### src/rtl/pwm_gate_pkg.sv
// Shared types for the PWM gate-drive sequencer.
// Assumes the level code is already decoded from the analog thresholds.
package pwm_gate_pkg;

    typedef enum logic [1:0] {
        PWM_LOW  = 2'b00,
        PWM_HIGH = 2'b01,
        PWM_MIDA = 2'b10,
        PWM_MIDB = 2'b11
    } pwm_code_e;

    // One-hot sequencer states; the bit positions are visible on state_code.
    typedef enum logic [5:0] {
        ST_OFF      = 6'b000001,
        ST_HS_WAIT  = 6'b000010,
        ST_HS_ON    = 6'b000100,
        ST_LS_WAIT  = 6'b001000,
        ST_LS_ON    = 6'b010000,
        ST_LS_BLANK = 6'b100000
    } gate_state_e;

endpackage

### src/rtl/cycle_gate_timer.sv
// Counts consecutive cycles in which both arm and ready are high.
// done rises once DLY such cycles have already been counted, so a state
// that waits on done lasts DLY+1 cycles once ready holds.
// Assumes arm drops when the waiting state is left.
module cycle_gate_timer #(
    parameter int DLY = 1
) (
    input  logic clk,
    input  logic rst_n,
    input  logic arm,
    input  logic ready,
    output logic done
);
    localparam int W = $clog2(DLY + 2);

    logic [W-1:0] cnt_q;

    assign done = arm && ready && (cnt_q == W'(DLY));

    // Count qualified cycles, clearing whenever the wait is broken.
    always_ff @(posedge clk) begin
        if (!rst_n || !arm || !ready) begin
            cnt_q <= '0;
        end else if (!done) begin
            cnt_q <= cnt_q + 1'b1;
        end
    end
endmodule

### src/rtl/tristate_holdoff.sv
// Measures how long the PWM code has stayed in the mid band.
// expire is high on the HOLD-th consecutive mid-band sample.
// The count returns to zero on any valid level.
module tristate_holdoff #(
    parameter int HOLD = 13
) (
    input  logic clk,
    input  logic rst_n,
    input  logic in_mid,
    output logic expire
);
    localparam int W    = $clog2(HOLD + 1);
    localparam int LAST = HOLD - 1;

    logic [W-1:0] run_q;

    assign expire = in_mid && (run_q == W'(LAST));

    // Track consecutive mid-band samples, saturating at HOLD-1.
    always_ff @(posedge clk) begin
        if (!rst_n || !in_mid) begin
            run_q <= '0;
        end else if (run_q != W'(LAST)) begin
            run_q <= run_q + 1'b1;
        end
    end
endmodule

### src/rtl/pwm_gate_ctrl.sv
// Break-before-make sequencer for one buck phase.
// It combines the mid-band hold-off, the gate-feedback settle delays and
// zero-cross diode emulation behind one interlocked gate pair.
// Assumes all inputs are already synchronised to clk.
module pwm_gate_ctrl
    import pwm_gate_pkg::*;
#(
    parameter int HOLD_CYC   = 13,
    parameter int HS_DLY_CYC = 1,
    parameter int LS_DLY_CYC = 1,
    parameter int BLANK_CYC  = 4
) (
    input  logic       clk,
    input  logic       rst_n,
    input  logic [1:0] pwm_code,
    input  logic       dis_n,
    input  logic       de_n,
    input  logic       zc_det,
    input  logic       hs_off_fb,
    input  logic       ls_off_fb,
    input  logic       supply_ok,
    output logic       hs_gate,
    output logic       ls_gate,
    output logic [5:0] state_code
);
    localparam int BLANK_LAST = BLANK_CYC - 1;

    gate_state_e st_q, st_nxt;
    logic        zc_lat_q, zc_lat_nxt;
    logic        run_ok, pwm_hi, pwm_lo, pwm_mid;
    logic        hs_go, ls_go, blank_done, hold_expire;

    // Only a solid logic one on the disable pin allows switching.
    assign run_ok  = (dis_n === 1'b1) && supply_ok;
    assign pwm_hi  = (pwm_code == PWM_HIGH);
    assign pwm_lo  = (pwm_code == PWM_LOW);
    assign pwm_mid = pwm_code[1];

    cycle_gate_timer #(.DLY(HS_DLY_CYC)) u_hs_settle (
        .clk(clk), .rst_n(rst_n),
        .arm(st_q == ST_HS_WAIT), .ready(ls_off_fb), .done(hs_go)
    );

    cycle_gate_timer #(.DLY(LS_DLY_CYC)) u_ls_settle (
        .clk(clk), .rst_n(rst_n),
        .arm(st_q == ST_LS_WAIT), .ready(hs_off_fb), .done(ls_go)
    );

    cycle_gate_timer #(.DLY(BLANK_LAST)) u_blank (
        .clk(clk), .rst_n(rst_n),
        .arm(st_q == ST_LS_BLANK), .ready(1'b1), .done(blank_done)
    );

    tristate_holdoff #(.HOLD(HOLD_CYC)) u_hold (
        .clk(clk), .rst_n(rst_n), .in_mid(pwm_mid), .expire(hold_expire)
    );

    // Choose the next gate state from the command, the overrides and the timers.
    always_comb begin
        st_nxt     = st_q;
        zc_lat_nxt = zc_lat_q;
        if (!run_ok) begin
            st_nxt = ST_OFF;
        end else if (pwm_hi) begin
            zc_lat_nxt = 1'b0;
            if (st_q == ST_HS_WAIT) begin
                if (hs_go) st_nxt = ST_HS_ON;
            end else if (st_q != ST_HS_ON) begin
                st_nxt = ST_HS_WAIT;
            end
        end else if (pwm_lo) begin
            unique case (st_q)
                ST_LS_WAIT: begin
                    if (ls_go) st_nxt = de_n ? ST_LS_ON : ST_LS_BLANK;
                end
                ST_LS_BLANK: begin
                    if (blank_done) st_nxt = ST_LS_ON;
                end
                ST_LS_ON: begin
                    if (!de_n && zc_det) begin
                        st_nxt     = ST_OFF;
                        zc_lat_nxt = 1'b1;
                    end
                end
                default: begin
                    st_nxt = zc_lat_q ? ST_OFF : ST_LS_WAIT;
                end
            endcase
        end else if (hold_expire) begin
            st_nxt = ST_OFF;
        end
    end

    // Register the sequencer state and the zero-cross latch.
    always_ff @(posedge clk) begin
        if (!rst_n) begin
            st_q     <= ST_OFF;
            zc_lat_q <= 1'b0;
        end else begin
            st_q     <= st_nxt;
            zc_lat_q <= zc_lat_nxt;
        end
    end

    // Decode the gate enables from the one-hot state.
    always_comb begin
        hs_gate    = (st_q == ST_HS_ON);
        ls_gate    = (st_q == ST_LS_ON) || (st_q == ST_LS_BLANK);
        state_code = st_q;
    end
endmodule

### config.mk
export PLATFORM = sky130hd
export DESIGN_NAME = pwm_gate_ctrl
export DESIGN_NICKNAME = d
export VERILOG_FILES = /design/src/rtl/pwm_gate_pkg.sv /design/src/rtl/cycle_gate_timer.sv /design/src/rtl/tristate_holdoff.sv /design/src/rtl/pwm_gate_ctrl.sv
export SDC_FILE = /design/constraint.sdc
export NUM_CORES = 1
export LEC_CHECK = 0
export BUFFER_PORTS_ARGS = -buffer_cell sky130_fd_sc_hd__clkbuf_2
export CAP_MARGIN = 20
export CORE_AREA = 4 4 56 58
export DETAILED_ROUTE_END_ITERATION = 6
export DIE_AREA = 0 0 60 62
export HOLD_SLACK_MARGIN = 0.1
export PLACE_DENSITY_LB_ADDON = 0.15
export REMOVE_ABC_BUFFERS = 1
export SYNTH_ARGS = -nofsm -noshare
export SYNTH_HDL_FRONTEND = slang
export SYNTH_SLANG_ARGS = --single-unit
### constraint.sdc
create_clock -name clk -period 1.8 [get_ports clk]
set_clock_uncertainty 0.05 [all_clocks]
set_input_delay 0.09 -clock clk [delete_from_list [all_inputs] [get_ports clk]]
set_output_delay 0.09 -clock clk [all_outputs]
set_load 0.02 [all_outputs]
==> key figures <==
Floorplan
  – FP Rows: 19
  – Total die area: 0.00372 mm^2
  – Core area: 0.00266 mm^2
  – DIE WIDTH: 60 um
  – Initial Utilization: 39.1%
  – Die H: 62 um
  – Top Ports: 18

CTS
  – Clock tree sinks: 18
  – Root Buffer: clkbuf_4
  – Max clock buf depth: 2
  – CTS buffer count: 3
  – Clock slew at reported path FFs: 0.11 ns
  – Latest clock arrival within the worst-skew pair: 0.30 ns
  – H-tree depth: 1
  – CTS tree: yes

Route
  – Via Count: 969
  – DRT Pass-1 Iters: 4
  – DR iter-0 viols: 24
  – Via density per instance: 5.21
  – ANT nets after route: 0
  – Drt wl/cell: 12.6 um
  – Drt drc: 0
  – Routed WL: 2350 um

Synthesis
  – Unique cell type count in the Yosys netlist: 39
  – Post-synth EDFFs: 0
  – Cells after Synth: 119
  – Syn avg cell area: 8.74 um^2
  – Ys async rst share: 0%
  – Ys Warns: 0
  – Prevailing post-synth register cell: dfxtp_1
  – Post-Synthesis Cell Area: 0.00104 mm^2
  – Post-synthesis sequential area ratio: 34.7%
  – #FFs+latches synth: 18

Power
  – Max VDD drop: 331 uV
  – Total power: 0.000680 W
  – Leak Pwr: 0.565 nW
  – Power Dens Cells: 507 mW/mm^2

Outcome
  – Status: completed

Global route
  – Congestion Overflow GR: 0
  – Largest net degree at the start of global routing: 10
  – Tot GR Track Use: 13.3%
  – First-pass GRT wire length: 3680 um
  – Vias in the first global route: 871
  – Grt met1 use: 16.3%
  – Met2 Use GR: 21.8%
  – Routing usage on met3: 3.10%
  – Initial antenna violation count: 0
  – Most used routing layer: met2

Placement
  – Post-DP HPWL: 1870 um
  – IO Port Bufs: 17
  – RePlAce Congestion: 0.815

Critical path
  – Crit path max-delay family: buffers and inverters
  – Critical path's most frequent cell: buf_4
  – Worst Path Max Fanout: 7
  – Crit-path cells: nor4_2 > buf_4 > nand3b_1 > buf_4 > nand2_1 > buf_4
  – Slowest CP cell: dfxtp_4
  – Crit path required time: 1.66 ns
  – WP data arrival: 1.58 ns
  – CP bufs+invs: 3
  – CP peak stage delay: 0.39 ns
  – Worst Setup Start Kind: flip-flop
  – Crit path kind: flip-flop to output pin
  – Critical Path End Type: output pin

Flow run
  – MaxCap Viol Count: 0

Timing
  – Final slew viol count: 0
  – Tmin final: 1.72 ns
  – RSZ-0062 raised after global routing: no
  – Headroom to the max-slew limit: 73.4%
  – Tcrit/Tclk final: 95.4%
  – Worst-margin pin slew: 0.396 ns
  – Final Setup Violations: 0
  – Final Hold Viols: 0
  – F_max: 0.582 GHz

Finish
  – Antenna diodes: 0
  – Util after Layout: 50.4%
  – Final net count: 173
  – Area delta synth->final: 29.0%
  – Fillers: 279
  – Share of layout cells above drive strength 1: 29.7%

Hold path
  – Hold crit path type: input pin to flip-flop
==> logic make-up (layout without fill, tap and decap cells) <==
| family | Yosys count | in the layout | synth area share, % |
|---|---|---|---|
| simple gates | 62 | 62 | 32.6 |
| flops | 18 | 18 | 34.7 |
| compound gates | 16 | 16 | 12.8 |
| buf+inv | 7 | 43 | 3.25 |
| fa+ha+maj | 6 | 6 | 7.22 |
| xor+xnor | 5 | 5 | 4.21 |
| mux | 5 | 5 | 5.29 |
==> metal layers <==
layer,vias to the layer above,wire length [um],share of wire (%)
met3,4,101,4.3
met4,0,30,1.3
met2,14,1120,48
li1,495,-,-
met5,-,0,0
met1,456,1090,47
==> tightest hold or removal path: stages <==
cell      delay (ns)
clkbuf_2        0.14
nand2_1         0.14
nor2_1          0.06
==> flip-flops by register name (all words and copies together) (netlist names) <==
signal and flops:
u_hold.run_q 4, u_ls_settle.cnt_q 2, zc_lat_q 1, u_blank.cnt_q 3, u_hs_settle.cnt_q 2, state_code 6
==> final timing paths <==
kind                    startpoint  depth (start not counted)  slack [ns]               end
setup / recovery     state_code[3]                          6        0.08           ls_gate
hold / removal         pwm_code[1]                          3        0.13   u_hold.run_q[0]
setup reg to reg  u_blank.cnt_q[0]                          6        0.09     state_code[0]
hold reg to reg   u_blank.cnt_q[2]                          2        0.45  u_blank.cnt_q[2]
==> synth_stat cells, types with 2 or more instances <==
master,count,share of area (%)
a21oi_1,6,2.9
dfxtp_1,18,35
ha_1,6,7.2
inv_1,5,1.8
mux2i_1,4,3.9
nand2_1,16,5.8
nand2b_1,4,2.4
nand3_1,5,2.4
nand4b_1,2,1.7
nor2_1,14,5.1
nor2b_1,3,1.8
nor3_1,3,1.4
nor4_1,4,2.4
xor2_1,4,3.4
==> area by class of cell <==
type | instances | area (um^2) | area share [%]
multi-input combinational | 94 | 661 | 49.3
timing repair buffer | 35 | 235 | 17.5
clock buffer | 3 | 22.5 | 1.68
inverter | 5 | 18.8 | 1.40
sequential | 18 | 365 | 27.2
tap | 31 | 38.8 | 2.89
==> what timing repair did <==
item	CTS	global route
endpoints found under the hold margin	7	0
hold buffers	5	0
buffers inserted	0	1
endpoints found under the setup margin	2	2
resized for setup	1	7
==> per-stage QoR <==
step                area [um^2]  TNS (ns)  hold slack [ns]  worst slack (ns)  cells
floorplan                  1020   -0.0302            0.187           -0.0302    117
global placement           1240   -0.0276            0.293           -0.0276    177
detailed placement         1240  -0.00622            0.301          -0.00622    177
CTS                        1310         0            0.122           0.00778    185
global route               1340         0            0.134           0.00232    186
finish                     1340         0            0.128            0.0824    186
==> report_power, final <==
part           switching, W  internal [W]
logic             0.0000342     0.0000344
clock network      0.000129     0.0000779
registers        0.00000476      0.000400
==> cell usage in the layout, fill, tap and decap left out, types with 2 or more instances in the layout <==
master | Yosys | routed
nand4b_1 | 2 | 2
clkbuf_4 | 0 | 3
inv_1 | 5 | 5
nor2_1 | 14 | 14
nand2b_1 | 4 | 4
nor2b_1 | 3 | 2
ha_1 | 6 | 6
dfxtp_1 | 18 | 16
buf_4 | 0 | 14
nor4_2 | 1 | 3
nor4_1 | 4 | 2
nand2_1 | 16 | 16
dlygate4sd3_1 | 0 | 5
mux2i_1 | 4 | 4
xor2_1 | 4 | 4
nor3_1 | 3 | 3
nand3_1 | 5 | 5
a21oi_1 | 6 | 6
clkbuf_2 | 0 | 16
(Power assumes the default switching activity.)
